`src/rtl/bfly_pkg.sv`:
```
package bfly_pkg;

    // log2 of the weight carried by lane idx: one doubling per set index bit
    function automatic int weight_log(input int idx);
        int n;
        n = 0;
        for (int b = 0; b < 31; b++) begin
            if (((idx >> b) & 1) != 0) n++;
        end
        return n;
    endfunction

    // log2 of the largest power of two not above rmax + 1
    function automatic int pmax_log(input int rmax);
        return $clog2(rmax + 2) - 1;
    endfunction

endpackage

```
`src/rtl/bfly_cell.sv`:
```
module bfly_cell #(
    parameter bit MERGE = 1'b0
) (
    input  logic a_i,
    input  logic b_i,
    output logic lo_o,
    output logic hi_o
);
    generate
        if (MERGE) begin : g_or
            // both inputs already lie above the exact range: only presence matters
            assign lo_o = a_i | b_i;
            assign hi_o = 1'b0;
        end else begin : g_ha
            assign lo_o = a_i ^ b_i;
            assign hi_o = a_i & b_i;
        end
    endgenerate
endmodule

```
`src/rtl/bfly_stage.sv`:
```
module bfly_stage #(
    parameter int LANES    = 16,
    parameter int STAGE    = 0,
    parameter bit SAT_EN   = 1'b0,
    parameter int PMAX_LOG = 1
) (
    input  logic [LANES-1:0] x_i,
    output logic [LANES-1:0] y_o
);
    localparam int SPAN    = 1 << STAGE;
    localparam int LO_MASK = SPAN - 1;

    generate
        for (genvar p = 0; p < LANES / 2; p++) begin : g_pair
            // lane pairs differ only in index bit STAGE, so they hold equal weights
            localparam int IDX_A = ((p >> STAGE) << (STAGE + 1)) | (p & LO_MASK);
            localparam int IDX_B = IDX_A | SPAN;
            localparam bit MERGE = SAT_EN &&
                                   (bfly_pkg::weight_log(IDX_A & LO_MASK) > PMAX_LOG);
            bfly_cell #(.MERGE(MERGE)) u_cell (
                .a_i (x_i[IDX_A]),
                .b_i (x_i[IDX_B]),
                .lo_o(y_o[IDX_A]),
                .hi_o(y_o[IDX_B])
            );
        end
    endgenerate
endmodule

```
`src/rtl/bfly_ovf_merge.sv`:
```
module bfly_ovf_merge #(
    parameter int LANES    = 16,
    parameter bit SAT_EN   = 1'b0,
    parameter int PMAX_LOG = 1
) (
    input  logic [LANES-1:0] lane_i,
    output logic [LANES-1:0] wbit_o,
    output logic             ovf_o
);
    logic [LANES-1:0] heavy;

    generate
        for (genvar i = 0; i < LANES; i++) begin : g_mask
            assign heavy[i] = SAT_EN && (bfly_pkg::weight_log(i) > PMAX_LOG);
        end
    endgenerate

    assign wbit_o = lane_i & ~heavy;
    assign ovf_o  = |(lane_i & heavy);
endmodule

```
`src/rtl/bfly_popcnt.sv`:
```
module bfly_popcnt #(
    parameter int  N_BITS = 16,
    parameter bit  SAT_EN = 1'b0,
    parameter int  RMAX   = 2,
    localparam int LANES  = 1 << $clog2(N_BITS)
) (
    input  logic [N_BITS-1:0] diff_i,
    output logic [LANES-1:0]  wbit_o,
    output logic              ovf_o
);
    localparam int STAGES   = $clog2(N_BITS);
    localparam int PMAX_LOG = bfly_pkg::pmax_log(RMAX);

    logic [LANES-1:0] lvl [STAGES+1];

    generate
        for (genvar i = 0; i < LANES; i++) begin : g_pad
            if (i < N_BITS) begin : g_in
                assign lvl[0][i] = diff_i[i];
            end else begin : g_zero
                assign lvl[0][i] = 1'b0;
            end
        end

        for (genvar s = 0; s < STAGES; s++) begin : g_stage
            bfly_stage #(
                .LANES   (LANES),
                .STAGE   (s),
                .SAT_EN  (SAT_EN),
                .PMAX_LOG(PMAX_LOG)
            ) u_stage (
                .x_i(lvl[s]),
                .y_o(lvl[s+1])
            );
        end
    endgenerate

    bfly_ovf_merge #(
        .LANES   (LANES),
        .SAT_EN  (SAT_EN),
        .PMAX_LOG(PMAX_LOG)
    ) u_merge (
        .lane_i(lvl[STAGES]),
        .wbit_o(wbit_o),
        .ovf_o (ovf_o)
    );
endmodule

```
`config.mk`:
```
export PLATFORM = sky130hd
export DESIGN_NAME = bfly_popcnt
export DESIGN_NICKNAME = d
export VERILOG_FILES = /design/src/rtl/bfly_pkg.sv /design/src/rtl/bfly_cell.sv /design/src/rtl/bfly_stage.sv /design/src/rtl/bfly_ovf_merge.sv /design/src/rtl/bfly_popcnt.sv
export SDC_FILE = /design/constraint.sdc
export NUM_CORES = 1
export LEC_CHECK = 0
export ABC_AREA = 1
export BUFFER_PORTS_ARGS = -buffer_cell sky130_fd_sc_hd__buf_4
export CORE_AREA = 2 2 39 41
export DETAILED_ROUTE_END_ITERATION = 8
export DIE_AREA = 0 0 41 43
export PLACE_DENSITY = 0.75
export SLEW_MARGIN = 20
export SYNTH_ARGS = -nofsm -noshare
export SYNTH_HDL_FRONTEND = slang
export SYNTH_SLANG_ARGS = --single-unit
```
`constraint.sdc`:
```
create_clock -name vclk -period 1.75
set_input_delay 0.0875 -clock vclk [all_inputs]
set_output_delay 0.0875 -clock vclk [all_outputs]
set_load 0.02 [all_outputs]
```
==> results.yml, run 1 <==
sta:
  setup_tns_ps: 0
  min_period_ps: 1610
  fmax_mhz: 622
  whs_ps: 848
  period_share_pct: 91.8
  final.setup.worst_slack_ps: 143
  hold_viol: 0
  rsz0062_at_grt: "no"
  slew_violations: 0
  setup_viol: 0
finish:
  syn2layout_area_growth_pct: 24.9
  seqCellArea_um2: 0
  num-nets-final: 115
  drive_above_1_share_pct: 49.2
  post-route-util_pct: 48.0
  seq_cells: 0
  num_antenna_cells: 0
  num-fill-cells: 143
  nClkBuffers: 0
die:
  die_x_um: 41
  die_area_um2: 1760
  initial_core_util_pct: 38.4
  pin_count: 33
  row_count: 14
  core_area_um2: 1380
  die_h_um: 43
global_routing:
  grt_pass1_wl_um: 1280
  antenna_found_initial: 0
  gr-usage-all-layers_pct: 10.1
  overflow: 0
  first_global_vias: 331
  grt_max_degree: 2
placement:
  dp_hpwl_um: 830
  io_buffers: 32
  routabilityCongestion: 0.603
  pre_cts_slack_ps: 140
logic_synthesis:
  synthAdderAreaFrac_pct: 75.3
  avgSynthCellArea_um2: 10.6
  synth_cell_type_count: 3
  synth_xor_area_share_pct: 0
  synth_compound_area_share_pct: 0
  ys.warnings.count: 0
  synthSimpleGateAreaFrac_pct: 0
  syn_nets: 98
  syn-cell-area_um2: 532
  seq_area_frac_synth_pct: 0
  synth_top_family_by_area: "adder cells"
  synthMuxAreaShare_pct: 0
  postSynthCellCount: 50
power_and_ir_drop:
  power_density_nw_per_um2: 555
  p_leak_nw: 0.445
  ir_drop_uv: 455
drt:
  drt_iter0_drc: 0
  drc: 0
  via_per_inst: 4.60
  wl_met2_um: 520
  antenna_left: 0
  topRoutingLayerUsed: "met3"
  wl_met1_um: 243
  via_count: 373
  dr.pass1.iters: 1
  wl_per_cell_um: 10.2
  route.met3.wl_um: 59
  drt_wl_total_um: 823
critical_path:
  worst_ep_required_time_ps: 1660
  crit_path_top_delay_cell: "ha_1"
  critPathKind: "in2out"
  path_buf_inv: 2
  cp.arrival_ps: 1520
  crit_family: "adder cells"
  start_kind: "input port"
  cp_cell_sequence: "buf_4, ha_1, ha_1, ha_1, ha_1, buf_4"
  crit_fanout: 1
  cp-end-kind: "output pin"
  crit_top_cell: "ha_1"
  critPathMaxStageDelay_ps: 300
clock_network:
  ctsResizeCount: 0
  cts_setup_buffers: 0
  hold_buffers: 0
run_status:
  status: "completed"
job:
  drv_cap: 0
worst_hold_path:
  hold_class: "in2out"
layout make-up:
class	instances	area [um^2]	share of cell area (%)
multi-input cells	33	404	60.8
repair buffers	32	240	36.2
well taps	16	20.0	3.01
cell families after synthesis:
group,Yosys count
other,1
adders and majority gates,32
buffers and inverters,17
cell usage after synthesis (all sizes together):
master	count	area [um^2]
ha	32	400
conb	1	3.75
buf	17	128
final timing paths:
| path | startpoint | endpoint | slack [ps] | depth (start not counted) |
|---|---|---|---|---|
| setup / recovery | diff_i[0] | wbit_o[0] | 140 | 6 |
| hold / removal | diff_i[15] | wbit_o[0] | 850 | 6 |
cells in the final DEF, fill, tap and decap left out:
cell type / synthesis / routed
conb_1: 1 / 1
buf_4: 17 / 32
ha_1: 32 / 32
stage by stage:
stage,area [um^2],power [mW],cells
2_1_floorplan,532,0.309,50
3_3_place_gp,664,0.367,81
3_5_place_dp,664,0.374,81
4_1_cts,664,0.376,81
5_1_grt,664,0.404,81
6_report,664,0.369,81
routing by layer:
metal  global-route usage (%)  vias to the layer above
met1                     10.8                      167
met2                     20.9                       13
li1                         -                      193
met4                        0                        0
met5                        0                        -
met3                        0                        0
report_power, final:
group	total, mW	internal [mW]	switching, mW	leakage (nW)
Sequential	0	0	0	0
Clock	0	0	0	0
Combinational	0.369	0.176	0.193	0.445
Total	0.369	0.176	0.193	0.445
Note: power is estimated with default switching activity, not from simulation.
==> inputs of run 2 (changes only) <==
--- a/config.mk
+++ b/config.mk
@@ -7,10 +7,12 @@
 export LEC_CHECK = 0
 export ABC_AREA = 1
 export BUFFER_PORTS_ARGS = -buffer_cell sky130_fd_sc_hd__buf_4
-export CORE_AREA = 2 2 39 41
+export CELL_PAD_IN_SITES_DETAIL_PLACEMENT = 0
+export CELL_PAD_IN_SITES_GLOBAL_PLACEMENT = 1
+export CORE_MARGIN = 2
+export CORE_UTILIZATION = 33
 export DETAILED_ROUTE_END_ITERATION = 8
-export DIE_AREA = 0 0 41 43
-export PLACE_DENSITY = 0.75
+export PLACE_DENSITY_LB_ADDON = 0.1
 export SLEW_MARGIN = 20
 export SYNTH_ARGS = -nofsm -noshare
 export SYNTH_HDL_FRONTEND = slang
==> results.yml, run 2 (same netlist as run 1, synthesis figures left out) <==
sta:
  final.setup.worst_slack_ps: 149
  setup_tns_ps: 0
  hold_viol: 0
  rsz0062_at_grt: "no"
  fmax_mhz: 625
  period_share_pct: 91.5
  min_period_ps: 1600
  slew_violations: 0
  setup_viol: 0
power_and_ir_drop:
  power_mw: 0.361
  ir_drop_uv: 563
  p_leak_nw: 0.445
  power_density_nw_per_um2: 543
placement:
  dp.cells: 81
  pre_cts_slack_ps: 138
  io_buffers: 32
  dp_hpwl_um: 792
  routabilityCongestion: 0.647
critical_path:
  cp-end-kind: "output pin"
  start_kind: "input port"
  critPathKind: "in2out"
  cp.arrival_ps: 1510
  endpoint: "wbit_o[0]"
  crit_path_start: "diff_i[0]"
  worst_ep_required_time_ps: 1660
  crit_fanout: 1
finish:
  drive_above_1_share_pct: 49.2
  multi_input_area_um2: 404
  final_cells: 81
  num_antenna_cells: 0
  num-fill-cells: 157
  num-nets-final: 115
  nClkBuffers: 0
  seqCellArea_um2: 0
  syn2layout_area_growth_pct: 24.9
  seq_cells: 0
  final_cell_mix: "ha_1, buf_4, conb_1"
  post-route-util_pct: 44.1
die:
  die_h_um: 44.1
  die_area_um2: 1950
  core_area_um2: 1510
  pin_count: 33
  die_x_um: 44.1
  initial_core_util_pct: 35.3
  row_count: 14
worst_hold_path:
  hold_class: "in2out"
clock_network:
  ctsResizeCount: 0
  hold_buffers: 0
  cts_setup_buffers: 0
global_routing:
  met3_usage_pct: 0.816
  grt.busiest_layer: "met2"
  antenna_found_initial: 0
  grt_max_degree: 2
  grtUsageMet1_pct: 12.4
  overflow: 0
  gr-usage-all-layers_pct: 8.37
  grt_use_met2_pct: 13.8
  first_global_vias: 317
  grt_pass1_wl_um: 1300
drt:
  via_count: 365
  drt_wl_total_um: 766
  antenna_left: 0
  drt_iter0_drc: 0
  dr.pass1.iters: 1
  drc: 0
  wl_per_cell_um: 9.46
  via_per_inst: 4.51
job:
  drv_cap: 0
run_status:
  status: "completed"
==> run 2: cell counts in the layout (fill, tap and decap cells not counted) <==
Identical to the previous run, type by type.
==> run 2: final cells by class <==
cell class / instances / share of cell area, %
Multi-Input combinational cell: 33 / 60.8
Timing Repair Buffer: 32 / 36.2
Tap cell: 16 / 3.01
==> run 2: critical path, stage by stage <==
cell and delay (ps):
buf_4 110, ha_1 290, ha_1 300, ha_1 290, ha_1 290, buf_4 160
==> run 2: worst min-delay path by stage <==
stage	end	start	slack [ps]	cells after the start
6_report	wbit_o[0]	diff_i[15]	840	6
5_1_grt	wbit_o[0]	diff_i[11]	890	6
4_1_cts	wbit_o[0]	diff_i[11]	860	6
3_5_place_dp	wbit_o[0]	diff_i[11]	850	6
3_3_place_gp	wbit_o[0]	diff_i[15]	850	6
2_1_floorplan	wbit_o[0]	diff_i[15]	720	5
==> run 2: power breakdown <==
part / leakage, nW / internal, mW / switching, mW
Combinational: 0.445 / 0.173 / 0.189
Sequential: 0 / 0 / 0
Clock: 0 / 0 / 0
==> run 2: per-stage QoR <==
stage	hold slack [ps]	instance area [um^2]
finish	840	664
detailed placement	855	664
CTS	856	664
floorplan	724	532
global route	889	664
global placement	847	664
==> run 2: per-layer routing <==
metal / up-vias / share of wire [%]
li1: 193 / -
met1: 147 / 45
met2: 25 / 39
met3: 0 / 16
met4: 0 / 0
met5: - / 0
==> inputs of run 3 (changes only) <==
--- a/config.mk
+++ b/config.mk
@@ -5,13 +5,13 @@
 export SDC_FILE = /design/constraint.sdc
 export NUM_CORES = 1
 export LEC_CHECK = 0
-export ABC_AREA = 1
 export BUFFER_PORTS_ARGS = -buffer_cell sky130_fd_sc_hd__buf_4
 export CELL_PAD_IN_SITES_DETAIL_PLACEMENT = 0
 export CELL_PAD_IN_SITES_GLOBAL_PLACEMENT = 1
 export CORE_MARGIN = 2
-export CORE_UTILIZATION = 33
+export CORE_UTILIZATION = 35
 export DETAILED_ROUTE_END_ITERATION = 8
+export GPL_TIMING_DRIVEN = 0
 export PLACE_DENSITY_LB_ADDON = 0.1
 export SLEW_MARGIN = 20
 export SYNTH_ARGS = -nofsm -noshare
==> constraint.sdc (replaced) <==
create_clock -name vclk -period 2.1
set_input_delay 0.105 -clock vclk [all_inputs]
set_output_delay 0.105 -clock vclk [all_outputs]
set_load 0.02 [all_outputs]
==> results.yml, run 3 (same netlist as run 1, synthesis figures left out) <==
run_status:
  status: "completed"
drt:
  via_per_inst: 4.46
  drt_wl_total_um: 869
  drt_iter0_drc: 0
  via_count: 437
  wl_per_cell_um: 8.87
  antenna_left: 0
  drc: 0
  dr.pass1.iters: 1
finish:
  seq_cells: 0
  drive_above_1_share_pct: 59.8
  syn2layout_area_growth_pct: 48.9
  final_common_cell: "buf_4"
  num-nets-final: 132
  nClkBuffers: 0
  final_cell_mix: "buf_4, ha_1, conb_1"
  num-fill-cells: 166
  num_antenna_cells: 0
  seqCellArea_um2: 0
critical_path:
  crit_path_top_delay_cell: "ha_1"
  path_buf_inv: 3
  cp_cell_sequence: "buf_4, ha_1, ha_1, ha_1, ha_1, buf_4, buf_4"
  worst_ep_required_time_ps: 2000
  cp.arrival_ps: 1660
  crit_family: "adder cells"
  critPathKind: "in2out"
  crit_path_start: "diff_i[0]"
  crit_fanout: 1
  start_kind: "input port"
  critPathMaxStageDelay_ps: 300
  cp-end-kind: "output pin"
  crit_top_cell: "ha_1"
worst_hold_path:
  worstHoldStart: "diff_i[15]"
  hold_class: "in2out"
global_routing:
  antenna_found_initial: 0
  overflow: 0
  first_global_vias: 417
  gr-usage-all-layers_pct: 10.4
  grt.busiest_layer: "met2"
  grt_pass1_wl_um: 1550
  grt_use_met2_pct: 20.9
  grtUsageMet1_pct: 12.7
  grt_max_degree: 2
  met3_usage_pct: 0.426
sta:
  hold_viol: 0
  fmax_mhz: 566
  period_share_pct: 84.1
  slew_violations: 0
  setup_viol: 0
  min_period_ps: 1770
  rsz0062_at_grt: "no"
  setup_tns_ps: 0
power_and_ir_drop:
  p_leak_nw: 0.534
  p_sw_mw: 0.174
  swShare_pct: 44.3
  power_mw: 0.392
  power_density_nw_per_um2: 495
  ir_drop_uv: 460
  p_comb_share_pct: 100.0
  clkPwrFrac_pct: 0
  internal_power_mw: 0.218
  seq_power_share_pct: 0
placement:
  routabilityCongestion: 0.692
  io_buffers: 32
die:
  initial_core_util_pct: 36.1
  die_area_um2: 1850
  pin_count: 33
  die_x_um: 43.0
  row_count: 14
  die_h_um: 43.0
  core_area_um2: 1470
clock_network:
  cts_setup_buffers: 0
  ctsResizeCount: 0
  hold_buffers: 0
job:
  drv_cap: 0
-- run 3: cell types whose count changed in the layout (fill, tap and decap cells not counted), sizes merged --
cell | before | now
buf | 32 | 49
-- run 3: worst paths after layout --
kind,to,slack [ps],cells past startpoint
hold / removal,wbit_o[0],960,7
setup / recovery,wbit_o[0],330,7
-- run 3: cell type report --
class                      count  area (um^2)  area share [%]
tap                           16         20.0            2.53
buffer                        17          128            16.1
multi-input combinational     33          404            51.0
timing repair buffer          32          240            30.3
-- run 3: worst min-delay path, cell delays in order --
cell and delay [ps]:
buf_4 80, ha_1 110, ha_1 120, ha_1 110
ha_1 110, buf_4 90, buf_4 120
-- run 3: stage by stage --
stage | instances | hold WS [ps] | util, % | setup slack (ps) | area (um^2)
after CTS | 98 | 974 | 53.8 | 321 | 792
after global routing | 98 | 1020 | 53.8 | 289 | 792
final | 98 | 956 | 53.8 | 334 | 792
after global placement | 98 | 962 | 53.8 | 332 | 792
after floorplan | 50 | 759 | - | 610 | 532
after detailed placement | 98 | 974 | 53.8 | 322 | 792
-- run 3: per-layer routing --
metal / vias to the layer above / share of wire (%)
li1: 227 / -
met1: 193 / 35
met2: 17 / 54
met3: 0 / 11
met4: 0 / 0
met5: - / 0
-- run 3: power groups by stage --
| stage | logic, mW | clock network [mW] | registers [mW] |
|---|---|---|---|
| after floorplan | 0.257 | 0 | 0 |
| after CTS | 0.403 | 0 | 0 |
| after global placement | 0.397 | 0 | 0 |
| after global routing | 0.439 | 0 | 0 |
| after detailed placement | 0.400 | 0 | 0 |
| final | 0.392 | 0 | 0 |
